**config.mk**
```make
export PLATFORM = sky130hd
export DESIGN_NAME = store_load_fwd
export DESIGN_NICKNAME = d
export VERILOG_FILES = /design/src/rtl/lsf_pkg.sv /design/src/rtl/lsf_entry_cmp.sv /design/src/rtl/lsf_age_pick.sv /design/src/rtl/lsf_data_align.sv /design/src/rtl/store_load_fwd.sv
export SDC_FILE = /design/constraint.sdc
export NUM_CORES = 1
export LEC_CHECK = 0
export BUFFER_PORTS_ARGS = -buffer_cell sky130_fd_sc_hd__buf_2
export CORE_AREA = 4 4 305 307
export DETAILED_ROUTE_END_ITERATION = 10
export DIE_AREA = 0 0 309 311
export GPL_ROUTABILITY_DRIVEN = 0
export HOLD_SLACK_MARGIN = 0.15
export PLACE_DENSITY_LB_ADDON = 0.08
export REMOVE_ABC_BUFFERS = 1
export SETUP_SLACK_MARGIN = 0.5
export SLEW_MARGIN = 20
export SYNTH_ARGS = -nofsm -noshare
export SYNTH_HDL_FRONTEND = slang
export SYNTH_HIERARCHICAL = 1
export SYNTH_SLANG_ARGS = --single-unit
```
**constraint.sdc**
```tcl
create_clock -name clk_i -period 0.8 [get_ports clk_i]
set_input_delay 0 -clock clk_i [delete_from_list [all_inputs] [get_ports clk_i]]
set_output_delay 0 -clock clk_i [all_outputs]
set_load 0.03 [all_outputs]
```
**src/rtl/lsf_pkg.sv**
```systemverilog
package lsf_pkg;

    // Per-slot verdict of the range comparison
    typedef enum logic [1:0] {
        CLS_SKIP  = 2'd0,
        CLS_FWD   = 2'd1,
        CLS_STALL = 2'd2
    } match_e;

endpackage

```
**src/rtl/lsf_entry_cmp.sv**
```systemverilog
module lsf_entry_cmp #(
    parameter int ADDR_W = 16,
    parameter int SIZE_W = 4
) (
    input  logic [ADDR_W-1:0] ld_addr_i,
    input  logic [SIZE_W-1:0] ld_size_i,
    input  logic [ADDR_W-1:0] st_addr_i,
    input  logic [SIZE_W-1:0] st_size_i,
    input  logic              st_done_i,
    output lsf_pkg::match_e   cls_o
);
    localparam int EXT_W = ADDR_W + 1;

    logic [EXT_W-1:0] ld_lo, ld_hi, st_lo, st_hi;
    logic             overlap, contain;

    always_comb begin
        ld_lo   = {1'b0, ld_addr_i};
        ld_hi   = ld_lo + EXT_W'(ld_size_i);
        st_lo   = {1'b0, st_addr_i};
        st_hi   = st_lo + EXT_W'(st_size_i);
        overlap = (ld_lo < st_hi) && (st_lo < ld_hi);
        contain = (ld_lo >= st_lo) && (ld_hi <= st_hi);
        cls_o   = lsf_pkg::CLS_SKIP;
        if (st_size_i != '0) begin
            if (contain) begin
                cls_o = lsf_pkg::CLS_FWD;
            end else if (overlap && !st_done_i) begin
                cls_o = lsf_pkg::CLS_STALL;
            end
        end
    end
endmodule

```
**src/rtl/lsf_age_pick.sv**
```systemverilog
module lsf_age_pick #(
    parameter int SQ_DEPTH = 8,
    localparam int IDX_W   = $clog2(SQ_DEPTH)
) (
    input  lsf_pkg::match_e   cls_i [SQ_DEPTH],
    input  logic [IDX_W-1:0]  start_i,
    input  logic [IDX_W-1:0]  stop_i,
    output logic              hit_o,
    output logic [IDX_W-1:0]  hit_idx_o,
    output lsf_pkg::match_e   hit_cls_o
);
    logic [IDX_W-1:0] span;
    logic [IDX_W-1:0] step;
    logic [IDX_W-1:0] pos;

    // Youngest-first walk: step 0 is the scan start, larger steps are older
    always_comb begin
        span      = start_i - stop_i;
        hit_o     = 1'b0;
        hit_idx_o = '0;
        hit_cls_o = lsf_pkg::CLS_SKIP;
        step      = '0;
        pos       = '0;
        for (int k = 0; k < SQ_DEPTH; k++) begin
            step = IDX_W'(k);
            pos  = start_i - step;
            if (!hit_o && (step <= span) && (cls_i[pos] != lsf_pkg::CLS_SKIP)) begin
                hit_o     = 1'b1;
                hit_idx_o = pos;
                hit_cls_o = cls_i[pos];
            end
        end
    end
endmodule

```
**src/rtl/lsf_data_align.sv**
```systemverilog
module lsf_data_align #(
    parameter int DATA_W     = 64,
    parameter int ADDR_W     = 16,
    parameter int SIZE_W     = 4,
    localparam int DATA_BYTES = DATA_W / 8,
    localparam int OFF_W      = $clog2(DATA_BYTES)
) (
    input  logic [DATA_W-1:0] st_data_i,
    input  logic [SIZE_W-1:0] st_size_i,
    input  logic [ADDR_W-1:0] ld_addr_i,
    input  logic [SIZE_W-1:0] ld_size_i,
    output logic [DATA_W-1:0] data_o
);
    logic [OFF_W-1:0]  byte_off;
    logic [DATA_W-1:0] shifted;

    always_comb begin
        byte_off = ld_addr_i[OFF_W-1:0] & (st_size_i[OFF_W-1:0] - OFF_W'(1));
        shifted  = st_data_i >> {byte_off, 3'b000};
        data_o   = '0;
        for (int b = 0; b < DATA_BYTES; b++) begin
            if (SIZE_W'(b) < ld_size_i) begin
                data_o[b*8 +: 8] = shifted[b*8 +: 8];
            end
        end
    end
endmodule

```
**src/rtl/store_load_fwd.sv**
```systemverilog
module store_load_fwd #(
    parameter int SQ_DEPTH = 8,
    parameter int ADDR_W   = 16,
    parameter int DATA_W   = 64,
    localparam int IDX_W      = $clog2(SQ_DEPTH),
    localparam int SIZE_W     = $clog2(DATA_W / 8) + 1
) (
    input  logic                       clk_i,
    input  logic                       rst_ni,
    input  logic                       ld_valid_i,
    input  logic [ADDR_W-1:0]          ld_addr_i,
    input  logic [SIZE_W-1:0]          ld_size_i,
    input  logic [IDX_W-1:0]           ld_sq_idx_i,
    input  logic [IDX_W-1:0]           sq_wb_idx_i,
    input  logic                       ld_uncached_i,
    input  logic                       ld_at_head_i,
    input  logic                       ld_committed_i,
    input  logic [SQ_DEPTH*ADDR_W-1:0] st_addr_i,
    input  logic [SQ_DEPTH*SIZE_W-1:0] st_size_i,
    input  logic [SQ_DEPTH*DATA_W-1:0] st_data_i,
    input  logic [SQ_DEPTH-1:0]        st_done_i,
    output logic                       fwd_valid_o,
    output logic [DATA_W-1:0]          fwd_data_o,
    output logic                       stall_valid_o,
    output logic [IDX_W-1:0]           stall_idx_o,
    output logic                       mem_req_o,
    output logic                       retry_o
);
    typedef struct packed {
        logic              fwd_v;
        logic [DATA_W-1:0] fwd_data;
        logic              stall_v;
        logic [IDX_W-1:0]  stall_idx;
        logic              mem_v;
        logic              retry_v;
    } res_t;

    logic [ADDR_W-1:0] slot_addr [SQ_DEPTH];
    logic [SIZE_W-1:0] slot_size [SQ_DEPTH];
    logic [DATA_W-1:0] slot_data [SQ_DEPTH];
    lsf_pkg::match_e   slot_cls  [SQ_DEPTH];

    for (genvar g = 0; g < SQ_DEPTH; g++) begin : g_slot
        assign slot_addr[g] = st_addr_i[g*ADDR_W +: ADDR_W];
        assign slot_size[g] = st_size_i[g*SIZE_W +: SIZE_W];
        assign slot_data[g] = st_data_i[g*DATA_W +: DATA_W];

        lsf_entry_cmp #(
            .ADDR_W (ADDR_W),
            .SIZE_W (SIZE_W)
        ) u_cmp (
            .ld_addr_i (ld_addr_i),
            .ld_size_i (ld_size_i),
            .st_addr_i (slot_addr[g]),
            .st_size_i (slot_size[g]),
            .st_done_i (st_done_i[g]),
            .cls_o     (slot_cls[g])
        );
    end

    logic              pick_hit;
    logic [IDX_W-1:0]  pick_idx;
    lsf_pkg::match_e   pick_cls;

    lsf_age_pick #(
        .SQ_DEPTH (SQ_DEPTH)
    ) u_pick (
        .cls_i     (slot_cls),
        .start_i   (ld_sq_idx_i),
        .stop_i    (sq_wb_idx_i),
        .hit_o     (pick_hit),
        .hit_idx_o (pick_idx),
        .hit_cls_o (pick_cls)
    );

    logic [DATA_W-1:0] aligned_data;

    // One aligner after the slot mux, fed by the winning slot only
    lsf_data_align #(
        .DATA_W (DATA_W),
        .ADDR_W (ADDR_W),
        .SIZE_W (SIZE_W)
    ) u_align (
        .st_data_i (slot_data[pick_idx]),
        .st_size_i (slot_size[pick_idx]),
        .ld_addr_i (ld_addr_i),
        .ld_size_i (ld_size_i),
        .data_o    (aligned_data)
    );

    res_t res_d, res_q;
    logic uc_blocked;

    always_comb begin
        res_d      = '0;
        uc_blocked = ld_uncached_i && !(ld_at_head_i && ld_committed_i);
        if (ld_valid_i) begin
            if (uc_blocked) begin
                res_d.retry_v = 1'b1;
            end else if (pick_hit && (pick_cls == lsf_pkg::CLS_FWD)) begin
                res_d.fwd_v    = 1'b1;
                res_d.fwd_data = aligned_data;
            end else if (pick_hit && (pick_cls == lsf_pkg::CLS_STALL)) begin
                res_d.stall_v   = 1'b1;
                res_d.stall_idx = pick_idx;
            end else begin
                res_d.mem_v = 1'b1;
            end
        end
    end

    always_ff @(posedge clk_i or negedge rst_ni) begin
        if (!rst_ni) begin
            res_q <= '0;
        end else begin
            res_q <= res_d;
        end
    end

    assign fwd_valid_o   = res_q.fwd_v;
    assign fwd_data_o    = res_q.fwd_data;
    assign stall_valid_o = res_q.stall_v;
    assign stall_idx_o   = res_q.stall_idx;
    assign mem_req_o     = res_q.mem_v;
    assign retry_o       = res_q.retry_v;
endmodule

```
==> flow_summary.toml, run 1 <==
[clock_network]
cts_buffers = 9
clockBufferDepth = 2
cts_hold_buffers = 1
cts_root_buffer = "clkbuf_16"
clk_pin_slew_ns = 0.07
ctsHtreeMaxLevel = 3
cts_tree = "done"
clkSinkCount = 71

[critical_path]
crit_top_cell = "buf_12"
cp-start-kind = "input pin"
critPathKind = "input pin to register"
slowest_delay_ns = 0.56
crit_slowest_cell = "or4_4"
cp-end-kind = "register"
required_ns = 1.02
cp_max_fo = 6
arrival_ns = 7.91

[final_layout]
final_cells = 6030
layout.nets = 6101
layout-drive-gt1-share = 0.515
postLayoutCellArea_sq_um = 44700
syn2layout_area_growth_pct = 64.3

[detailed_routing]
first_iter_violations = 2593
postRouteAntennaNets = 0
drc = 0
viasPerCell = 5.40
routed_wl_um = 166000
vias = 32500
drtPass1Iterations = 6
avgRoutedWirePerCell_um = 27.5

[synth]
avgSynthCellArea_sq_um = 9.04
syn-cell-area_sq_um = 27200
syn_inst = 3007
synth_warnings = 6

[run_status]
status = "finished, violations left"
violations = "negative hold slack, negative setup slack"

[timing]
worst_slew_pin_slew_ns = 0.784
drv_slew = 0
fin_setup_tns_ns = -469.77
timing.hold.ws_ns = -0.546
rsz0062_at_grt = "true"
post-route-period-util = 9.61
hold_viol_final = 72
fmax_ghz = 0.130
setup_viol = 141
slew_headroom = 0.464
setup_slack_ns = -6.89
fin_crit_ns = 7.69

[die]
rows = 110
start_util = 0.302
fp.dieH_um = 311
io_pins = 783
core_sq_um = 90000
dieArea_sq_um = 96100
die_x_um = 309

[power_and_ir_drop]
switchingPower_mw = 36.4
p_per_area_nw_per_um2 = 1800
pwr-share-seq = 0.053
cell_internal_pwr_mw = 44.1
swShare = 0.452
clkPwrFrac = 0.050
pwr-share-comb = 0.897
peakVddDrop_mv = 1.42
leakage_nw = 22.0

[placed_design]
dpl.hpwl_um = 138000
dp.cells = 5847
portBuffers = 782
dpl_cell_area_sq_um = 39800

[job]
cap_violations = 0

[global_route]
antenna_found_initial = 55
grt-ovfl-total = 0
grt_first_pass_wirelength_um = 229000
grt_pass1_vias = 32000
grt_max_degree = 34
grt_util_all_layers = 0.329

[min_path]
hold_path.class = "input pin to async pin"
placed cells by master, fill, tap and decap left out, types with 16 or more instances in the layout:
cell and count:
nand4_1 72, o21ai_0 72, a211oi_1 23, nor3_1 42, nor4_1 17, mux2_2 36, and2_1 24, nor4b_4 37
nand3_2 16, nand2b_1 24, a21o_1 75, ha_1 555, mux4_2 172, nor2_1 127, inv_1 255, xnor2_1 165
buf_16 19, nand2_1 129, a22o_1 16, and4_1 25, mux2i_1 23, diode_2 49, nor2b_1 35, xor2_1 86
a21oi_2 23, a21oi_1 162, buf_12 46, buf_2 700, buf_4 966, dfrtp_1 64, nand3_1 100, mux2_4 31
o211ai_1 39, nor4b_2 19, buf_6 125, and3_1 20, nor3_2 16
flip-flops by register name, summed over array words and instances, names as in the netlist:
name	cells
fwd_data_o	64
mem_req_o	1
fwd_valid_o	1
stall_idx_o	3
stall_valid_o	1
retry_o	1
per-layer routing:
layer | track usage | share of wire | wire length, um
met5 | 0.0561 | 0.0029 | 480
met1 | 0.404 | 0.41 | 67300
met3 | 0.108 | 0.094 | 15500
met4 | 0.144 | 0.051 | 8500
met2 | 0.518 | 0.45 | 73800
worst max path at each step:
stage	start	endpoint	slack [ns]
4_1_cts	ld_size_i[0]	fwd_data_o[31]$_DFF_PN0_	-6.72
6_report	ld_size_i[0]	fwd_data_o[0]$_DFF_PN0_	-6.89
2_1_floorplan	ld_addr_i[0]	fwd_data_o[0]$_DFF_PN0_	-21.02
3_3_place_gp	st_addr_i[16]	fwd_data_o[12]$_DFF_PN0_	-7.91
5_1_grt	st_addr_i[17]	fwd_data_o[0]$_DFF_PN0_	-7.03
3_5_place_dp	st_addr_i[16]	fwd_data_o[12]$_DFF_PN0_	-7.84
area by class of cell:
class                   instances  area, sq um
repair buffers               1869        13900
fillers                      8634        45400
multi-input cells            2587        26100
inverters                     262          986
diodes                         49          123
flip-flops and latches         71         1790
clock buffers                   9          225
well taps                    1176         1470
clock inverters                 7         61.3
critical path, delay by kind of cell:
kind            cells  cell delay (ns)
compound gates      6             1.08
simple gates       11             2.94
mux                 5             1.58
fa+ha+maj           4             1.04
xor+xnor            1             0.15
buf+inv             8             1.10
repair_timing:
item	in CTS	in global routing
cloned	19	1
pin swaps	108	61
buffers inserted	58	40
setup endpoints to repair	142	213
endpoints found under the hold margin	72	72
resized for setup	496	203
power by group through the flow:
stage / sequential [mW] / clock, mW / combinational [mW]
after CTS: 4.25 / 4.05 / 65.9
after detailed placement: 4.22 / 0 / 55.4
final: 4.28 / 4.02 / 72.2
after global placement: 4.24 / 0 / 55.4
after floorplan: 4.38 / 0 / 18.2
after global routing: 4.28 / 4.20 / 76.0
stage by stage:
step	hold WS, ns	worst slack, ns	util	power (mW)
global placement	-0.174	-7.91	0.442	59.7
floorplan	-0.296	-21.02	-	22.6
finish	-0.546	-6.89	0.496	80.5
global route	-0.556	-7.03	0.495	84.4
CTS	-0.0818	-6.72	0.479	74.2
detailed placement	-0.176	-7.84	0.442	59.6
Note: power is estimated with default switching activity, not from simulation.
==> run 2: changes to the inputs <==
ABC_AREA = 1   (was not set)
CORE_AREA = 4 4 301 303   (was 4 4 305 307)
DIE_AREA = 0 0 305 307   (was 0 0 309 311)
PLACE_DENSITY_LB_ADDON = 0.05   (was 0.08)
==> flow_summary.toml, run 2 <==
[run_status]
status = "finished, violations left"
violations = "negative hold slack, negative setup slack"

[final_layout]
largest_register_ffs = 64
final_cell_mix = "nand2_1, inv_1, buf_4, buf_2, ha_1"
utilization = 0.589
final_common_cell = "nand2_1"
final_cells = 8838
syn2layout_area_growth_pct = 57.5
layout.nets = 8945
layout-drive-gt1-share = 0.356

[global_route]
antenna_found_initial = 34
grt_util_all_layers = 0.322
grt_pass1_vias = 41600
grt-ovfl-total = 0
grt_first_pass_wirelength_um = 237000
grt_max_degree = 56

[critical_path]
cp_max_fo = 6
cp-start-kind = "input pin"
cp-end-kind = "register"
critPathKind = "input pin to register"
worst_path_dominant_cell_family = "simple AND/OR/NAND/NOR gates"
required_ns = 1.08
cp_num_cells = 56
arrival_ns = 6.05
path_buf_inv = 15
crit_slowest_cell = "ha_4"
slowest_delay_ns = 0.28
crit_top_cell = "nand2_1"

[timing]
slew_headroom = 0.586
timing.hold.ws_ns = -0.398
setup_slack_ns = -4.97
fin_crit_ns = 5.77
post-route-period-util = 7.22
drv_slew = 0
hold_viol_final = 72
fmax_ghz = 0.173
rsz0062_at_grt = "true"
setup_viol = 141
worst_slew_pin_slew_ns = 0.620

[die]
io_pins = 783
start_util = 0.374
core_sq_um = 88000
die_x_um = 305
rows = 109
fp.dieH_um = 307
dieArea_sq_um = 93600

[detailed_routing]
postRouteAntennaNets = 0
routed_wl_um = 163000
first_iter_violations = 3464
drtPass1Iterations = 9
drc = 0
avgRoutedWirePerCell_um = 18.4
vias = 43700
viasPerCell = 4.95

[clock_network]
cts_tree = "done"
cts_root_buffer = "clkbuf_16"
cts_buffers = 9
ctsHtreeMaxLevel = 3
clk_pin_slew_ns = 0.06
clkSinkCount = 71
clockBufferDepth = 2

[synth]
synth_warnings = 6
avgSynthCellArea_sq_um = 5.60
syn_inst = 5881
syn-cell-area_sq_um = 32900

[power_and_ir_drop]
peakVddDrop_mv = 1.42
p_per_area_nw_per_um2 = 1320
leakage_nw = 30.8

[placed_design]
dp.cells = 8650
dpl.hpwl_um = 133000
portBuffers = 782
post-place-ws_ns = -5.88

[job]
cap_violations = 0

[min_path]
hold_path.class = "input pin to async pin"
[run 2: worst max path at each step]
stage,start,endpoint
detailed placement,ld_size_i[0],fwd_data_o[5]$_DFF_PN0_
global placement,ld_size_i[0],fwd_data_o[5]$_DFF_PN0_
finish,ld_size_i[2],fwd_data_o[20]$_DFF_PN0_
CTS,st_size_i[12],fwd_data_o[19]$_DFF_PN0_
global route,st_size_i[8],fwd_data_o[20]$_DFF_PN0_
floorplan,ld_addr_i[0],fwd_data_o[14]$_DFF_PN0_
[run 2: final cells by class]
class | instances | area (sq um)
tap | 1165 | 1460
timing repair inverter | 1 | 8.76
multi-input combinational | 4430 | 29000
sequential | 71 | 1780
clock buffer | 10 | 229
antenna | 24 | 60.1
clock inverter | 6 | 116
fill | 8841 | 36100
inverter | 1224 | 4650
timing repair buffer | 1907 | 14500
[run 2: per-layer routing]
layer / wire length [um] / global-route usage / up-vias
li1: - / - / 21900
met4: 6930 / 0.106 / 8
met1: 68400 / 0.409 / 20000
met3: 10100 / 0.0404 / 335
met2: 77100 / 0.564 / 1540
met5: 56 / 0 / -
[run 2: through the flow]
stage	instance area, sq um	TNS, ns	total power, mW
detailed placement	45400	-395.89	49.6
global placement	45400	-395.89	49.4
finish	51800	-339.53	68.4
CTS	48900	-331.40	61.3
floorplan	32100	-1195.48	27.1
global route	51800	-364.31	73.7
[run 2: repair_timing]
| item | CTS | global route |
|---|---|---|
| setup endpoints to repair | 141 | 141 |
| setup buffers | 61 | 52 |
| gates resized for setup | 491 | 502 |
| pin swaps | 150 | 303 |
| endpoints found under the hold margin | 74 | 74 |
| gates cloned | 23 | 12 |
[run 2: report_power, final]
group | switching [mW] | total (mW) | internal (mW)
clock network | 1.77 | 4.85 | 3.08
logic | 34.0 | 59.6 | 25.6
registers | 0.157 | 4.01 | 3.85
total | 35.9 | 68.4 | 32.5
